--- config.mk ---
export PLATFORM = sky130hd
export DESIGN_NAME = rx_dest_filter
export DESIGN_NICKNAME = d
export VERILOG_FILES = /design/src/rtl/rxaf_pkg.sv /design/src/rtl/rxaf_hash_fold.sv /design/src/rtl/rxaf_hash_lookup.sv /design/src/rtl/rxaf_classify.sv /design/src/rtl/rx_dest_filter.sv
export SDC_FILE = /design/constraint.sdc
export NUM_CORES = 1
export LEC_CHECK = 0
export ABC_AREA = 1
export BUFFER_PORTS_ARGS = -buffer_cell sky130_fd_sc_hd__buf_4
export CAP_MARGIN = 15
export CORE_ASPECT_RATIO = 1.5
export CORE_MARGIN = 5
export CORE_UTILIZATION = 44
export DETAILED_ROUTE_END_ITERATION = 16
export PLACE_DENSITY = 0.88
export SETUP_SLACK_MARGIN = 0.4
export SLEW_MARGIN = 20
export SYNTH_ARGS = -nofsm -noshare
export SYNTH_HDL_FRONTEND = slang
export SYNTH_HIERARCHICAL = 1
export SYNTH_SLANG_ARGS = --single-unit
--- constraint.sdc ---
create_clock -name clk -period 0.95 [get_ports clk]
set_input_delay 0.1425 -clock clk [delete_from_list [all_inputs] [get_ports clk]]
set_output_delay 0.1425 -clock clk [all_outputs]
set_load 0.005 [all_outputs]
--- src/rtl/rxaf_pkg.sv ---
package rxaf_pkg;
    localparam int ADDR_W      = 48;
    localparam int CHAN_W      = 3;
    localparam int HASH_W      = 6;
    localparam int CFG_W       = 32;
    localparam int PROM_EN_BIT = 21;
    localparam int PROM_CH_LSB = 16;
    localparam int BC_EN_BIT   = 13;
    localparam int BC_CH_LSB   = 8;
    localparam int MC_EN_BIT   = 5;
    localparam int MC_CH_LSB   = 0;
    localparam int GROUP_BIT   = 40;

    typedef enum logic [2:0] {
        V_REJECT  = 3'd0,
        V_PROMISC = 3'd1,
        V_BCAST   = 3'd2,
        V_MCAST   = 3'd3,
        V_UCAST   = 3'd4
    } verdict_e;
endpackage

--- src/rtl/rxaf_hash_fold.sv ---
module rxaf_hash_fold #(
    parameter int ADDR_W = 48,
    parameter int HASH_W = 6
) (
    input  logic [ADDR_W-1:0] addr_i,
    output logic [HASH_W-1:0] hash_o
);
    localparam int NSLICE = (ADDR_W + HASH_W - 1) / HASH_W;
    localparam int PAD_W  = NSLICE * HASH_W;

    logic [PAD_W-1:0] padded;

    generate
        if (PAD_W > ADDR_W) begin : g_pad
            assign padded = {{(PAD_W-ADDR_W){1'b0}}, addr_i};
        end else begin : g_nopad
            assign padded = addr_i;
        end
    endgenerate

    always_comb begin
        hash_o = '0;
        for (int k = 0; k < NSLICE; k++) begin
            hash_o = hash_o ^ padded[k*HASH_W +: HASH_W];
        end
    end
endmodule

--- src/rtl/rxaf_hash_lookup.sv ---
module rxaf_hash_lookup #(
    parameter int HASH_W = 6
) (
    input  logic [HASH_W-1:0]            hash_i,
    input  logic [(1<<(HASH_W-1))-1:0]   tbl_lo_i,
    input  logic [(1<<(HASH_W-1))-1:0]   tbl_hi_i,
    output logic                         hit_o
);
    localparam int IDX_W = HASH_W - 1;

    logic [IDX_W-1:0] idx;
    assign idx = hash_i[IDX_W-1:0];

    always_comb begin
        if (hash_i[HASH_W-1]) hit_o = tbl_hi_i[idx];
        else                  hit_o = tbl_lo_i[idx];
    end
endmodule

--- src/rtl/rxaf_classify.sv ---
module rxaf_classify
    import rxaf_pkg::*;
#(
    parameter int ADDR_W   = rxaf_pkg::ADDR_W,
    parameter int CHAN_W   = rxaf_pkg::CHAN_W,
    parameter int CFG_W    = rxaf_pkg::CFG_W,
    parameter int NUM_CHAN = 1 << CHAN_W
) (
    input  logic [ADDR_W-1:0]   dst_i,
    input  logic [ADDR_W-1:0]   station_i,
    input  logic [CFG_W-1:0]    cfg_i,
    input  logic                hash_hit_i,
    input  logic [NUM_CHAN-1:0] ucast_mask_i,
    input  logic [CHAN_W-1:0]   ucast_chan_i,
    output verdict_e            verdict_o,
    output logic [CHAN_W-1:0]   chan_o
);
    logic is_bcast;
    logic is_group;
    logic is_own;

    assign is_bcast = &dst_i;
    assign is_group = dst_i[GROUP_BIT];
    assign is_own   = (dst_i == station_i);

    always_comb begin
        verdict_o = V_REJECT;
        chan_o    = '0;
        if (cfg_i[PROM_EN_BIT]) begin
            verdict_o = V_PROMISC;
            chan_o    = cfg_i[PROM_CH_LSB +: CHAN_W];
        end else if (is_bcast) begin
            if (cfg_i[BC_EN_BIT]) begin
                verdict_o = V_BCAST;
                chan_o    = cfg_i[BC_CH_LSB +: CHAN_W];
            end
        end else if (is_group) begin
            if (cfg_i[MC_EN_BIT] && hash_hit_i) begin
                verdict_o = V_MCAST;
                chan_o    = cfg_i[MC_CH_LSB +: CHAN_W];
            end
        end else if (is_own && ucast_mask_i[ucast_chan_i]) begin
            verdict_o = V_UCAST;
            chan_o    = ucast_chan_i;
        end
    end
endmodule

--- src/rtl/rx_dest_filter.sv ---
module rx_dest_filter
    import rxaf_pkg::*;
#(
    parameter int ADDR_W   = rxaf_pkg::ADDR_W,
    parameter int CHAN_W   = rxaf_pkg::CHAN_W,
    parameter int HASH_W   = rxaf_pkg::HASH_W,
    parameter int CFG_W    = rxaf_pkg::CFG_W,
    parameter int NUM_CHAN = 1 << CHAN_W,
    parameter int TBL_W    = 1 << (HASH_W - 1)
) (
    input  logic                clk,
    input  logic                rst_n,
    input  logic                addr_valid_i,
    input  logic [ADDR_W-1:0]   dst_addr_i,
    input  logic [ADDR_W-1:0]   station_addr_i,
    input  logic [CFG_W-1:0]    cfg_i,
    input  logic [TBL_W-1:0]    hash_lo_i,
    input  logic [TBL_W-1:0]    hash_hi_i,
    input  logic [NUM_CHAN-1:0] ucast_mask_i,
    input  logic [CHAN_W-1:0]   ucast_chan_i,
    output logic                res_valid_o,
    output logic                accept_o,
    output logic [CHAN_W-1:0]   chan_o
);
    logic [HASH_W-1:0] hash;
    logic              hash_hit;
    verdict_e          verdict_d, verdict_q;
    logic [CHAN_W-1:0] chan_d, chan_q;
    logic              valid_q;

    rxaf_hash_fold #(.ADDR_W(ADDR_W), .HASH_W(HASH_W)) fold_i (
        .addr_i (dst_addr_i),
        .hash_o (hash)
    );

    rxaf_hash_lookup #(.HASH_W(HASH_W)) lookup_i (
        .hash_i   (hash),
        .tbl_lo_i (hash_lo_i),
        .tbl_hi_i (hash_hi_i),
        .hit_o    (hash_hit)
    );

    rxaf_classify #(
        .ADDR_W(ADDR_W), .CHAN_W(CHAN_W), .CFG_W(CFG_W), .NUM_CHAN(NUM_CHAN)
    ) classify_i (
        .dst_i        (dst_addr_i),
        .station_i    (station_addr_i),
        .cfg_i        (cfg_i),
        .hash_hit_i   (hash_hit),
        .ucast_mask_i (ucast_mask_i),
        .ucast_chan_i (ucast_chan_i),
        .verdict_o    (verdict_d),
        .chan_o       (chan_d)
    );

    // verdict state register
    always_ff @(posedge clk or negedge rst_n) begin
        if (!rst_n) begin
            verdict_q <= V_REJECT;
            chan_q    <= '0;
            valid_q   <= 1'b0;
        end else begin
            valid_q <= addr_valid_i;
            if (addr_valid_i) begin
                verdict_q <= verdict_d;
                chan_q    <= chan_d;
            end
        end
    end

    // outputs from verdict state
    always_comb begin
        res_valid_o = valid_q;
        accept_o    = 1'b0;
        chan_o      = '0;
        unique case (verdict_q)
            V_REJECT: begin
                accept_o = 1'b0;
                chan_o   = '0;
            end
            V_PROMISC, V_BCAST, V_MCAST, V_UCAST: begin
                accept_o = 1'b1;
                chan_o   = chan_q;
            end
            default: begin
                accept_o = 1'b0;
                chan_o   = '0;
            end
        endcase
    end
endmodule

==> summary.md <==
| Metric | Value |
|---|---|
| Worst-Margin Slew | `approximately 350 ps` |
| First-pass GRT wire length | `approximately 21000 µm` |
| Hold Crit Class | `in2reg` |
| Crit path time final | `2270 ps` |
| Register bit count reported by yosys | `7` |
| Cell variety after synth | `24` |
| Leak Pwr | `3.43 nW` |
| Final Util | `0.779` |
| Post-Syn Instances | `706` |
| TritonCTS buffer count | `3` |
| Reg clk slew, reported paths | `50 ps` |
| # diodes | `0` |
| Area growth syn-to-layout | `74.9%` |
| WP buf/inv | `6` |
| Number of fill cells | `555` |
| Worst Setup SP | `dst_addr_i[12]` |
| Layout cells sized above 1 | `0.363` |
| Violated checks | `setup timing` |
| Max_cap viols | `0` |
| Clock Sinks | `7` |
| CP top delay family | `simple AND/OR/NAND/NOR gates` |
| Dpl ws | `-1510 ps` |
| Wire per inst | `13.5 µm` |
| Global Route Usage Sum | `0.288` |
| Crit path max fanout | `8` |
| Register area share after synthesis | `0.0548` |
| NumNets Final | `between 1000 and 1500` |
| Drt via density | `slightly below 5` |
| Antenna violation net count after detailed routing | `0` |
| Outcome | `finished, violations left` |
| Initial antenna violation count | `0` |
| RSZ-0062 raised after global routing | `true` |
| First-pass DRT Iterations | `7` |
| Worst R2R Start | `verdict_q[0]$_DFFE_PN0P_` |
| Htree depth | `1` |
| Slew headroom | `0.765` |
| Post-Route WL | `14200 µm` |
| Drt first-iter violations | `242` |
| Final Hold Violating Endpoints | `0` |
| Largest net degree at the start of global routing | `17` |
| Syn_nets | `912` |
| Req. time, crit path | `1100 ps` |
| Netlist Area Pre-Place | `3200 µm²` |
| Via count | `roughly 5200` |
| WS Path Type | `in2reg` |
| # IOs | `between 200 and 250` |
| Vias in the first global route | `between 4000 and 5000` |
| EDFF count, synth | `0` |
| HP Start | `addr_valid_i` |
| CTS tree | `built` |
| Critical path's largest stage delay | `170 ps` |
| Root buffer cell | `clkbuf_8` |
| Final setup fails | `10` |
| TNS Setup | `-7980 ps` |
| GRT Residual Overflow | `0` |
| Worst IR drop on VDD | `587 µV` |
| Initial Util | `0.445` |
| Clk_lat worst skew | `220 ps` |
| Ys flop type | `dfrtp_1` |
| Asr flop ratio synth | `1.00` |
| Max Slew Vio Count | `0` |
| Die height | `between 100 and 150 µm` |
| Clock skew | `0 ps` |
| Yosys warnings | `6` |
| Horiz. Die Dim | `79.6 µm` |
| Crit path DAT | `around 2400 ps` |
| Final worst slack | `-1320 ps` |
| Die area | `between 9000 and 10000 µm²` |
| Post-DP HPWL | `11500 µm` |
| FMAX | `between 0.4 and 0.5 GHz` |
| Core Footprint | `7180 µm²` |
| Synth Area per Inst | `approximately 4.5 µm²` |
| Std cell rows | `38` |
| PD cells | `around 740 nW/µm²` |
| Slowest CP cell | `nor2_4` |
| CP startpoint kind | `primary input` |
| Clock Tree Buf Depth | `2` |
| # port buffers | `190` |
| RD Place Congestion | `0.997` |
| Final period util | `2.39` |
| Critical Path End Type | `flop` |
| DRC | `0` |
| Most frequent CP cell | `nand2_1` |
## registers in the layout (all words and copies together), names as in the netlist
register	cells
res_valid_o	1
verdict_q	3
chan_q	3
## synthesized netlist by cell type, types with 4 or more instances
master,count,area share
buf_6,4,0.014
nand2_2,7,0.014
a21oi_1,5,0.0078
buf_4,5,0.012
nand2_1,338,0.40
o21ai_0,17,0.027
nand3b_1,6,0.014
inv_2,6,0.0070
nand4_1,4,0.0078
dfrtp_1,7,0.055
nand3_1,82,0.13
inv_1,126,0.15
nor2_1,65,0.076
xnor2_1,4,0.011
xor2_1,7,0.019
nand3_2,12,0.038
## worst paths after layout
kind / endpoint / slack [ps] / cells past startpoint
max: chan_q[0]$_DFFE_PN0P_ / -1320 / 28
min reg2reg: chan_q[1]$_DFFE_PN0P_ / 520 / 2
max reg2reg: verdict_q[0]$_DFFE_PN0P_ / 240 / 2
max in group asynchronous: verdict_q[0]$_DFFE_PN0P_ / 550 / 2
min: res_valid_o$_DFF_PN0_ / 130 / 1
min in group asynchronous: res_valid_o$_DFF_PN0_ / 270 / 2
## logic make-up (layout without fill, tap and decap cells)
kind of cell	after synthesis	after routing	share of synthesized area
simple gates	518	518	0.686
buf+inv	146	396	0.190
compound gates	24	24	0.0391
xor+xnor	11	11	0.0301
flops	7	7	0.0548
## report_power, final
group	switching (W)	internal, W	leakage [nW]	total [W]
combinational	0.00176	0.00159	3.32	0.00336
clock	0.000139	0.000291	0.0228	0.000430
sequential	0.0000186	0.000323	0.0901	0.000342
## per-stage QoR
step | cells | total power [W] | area (µm²) | hold WS [ps]
5_1_grt | 1056 | 0.00448 | 5590 | 131
3_5_place_dp | 1047 | 0.00315 | 5190 | -37.1
6_report | 1056 | 0.00413 | 5590 | 128
2_1_floorplan | 706 | 0.00190 | 3260 | -153
3_3_place_gp | 1047 | 0.00311 | 5190 | -40.4
4_1_cts | 1055 | 0.00384 | 5430 | 120
## what timing repair did
item / 4_1_cts / 5_1_grt
hold endpoints to repair: 7 / 0
setup endpoints to repair: 11 / 11
cloned: 2 / 1
resized for setup: 40 / 37
pin swaps: 17 / 32
setup buffers: 1 / 0
hold buffers: 1 / 0
## routing by layer
layer,GRT usage,vias to the layer above,part of all wire
met5,0,-,0
met4,0.166,0,0.063
met3,0.0559,68,0.10
met2,0.550,284,0.51
met1,0.278,2234,0.33
li1,-,2617,-
## cells in the final DEF (no fill, tap or decap), types with 7 or more instances in the layout
cell	n
inv_2	8
nor2_1	64
buf_4	243
nand2_2	24
nand3_2	37
dfrtp_1	7
nand3_1	57
o21ai_0	14
nand2_1	317
inv_1	122
## worst reg2reg max path: cells and delay by family, from the launching register on
family	cells	cell delay, ps
DFF	1	410
AOI/OAI and AO/OA	1	140
buffers and inverters	1	80
## layout make-up
cell class | count | area (µm²) | share of cell area
Sequential cell | 7 | 175 | 0.0313
Tap cell | 100 | 125 | 0.0224
Multi-Input combinational cell | 553 | 2660 | 0.476
Timing Repair inverter | 2 | 25.0 | 0.00448
Inverter | 134 | 534 | 0.0956
Clock buffer | 4 | 45.0 | 0.00806
Timing Repair Buffer | 256 | 2020 | 0.362
Power figures use the tool's default switching activity.
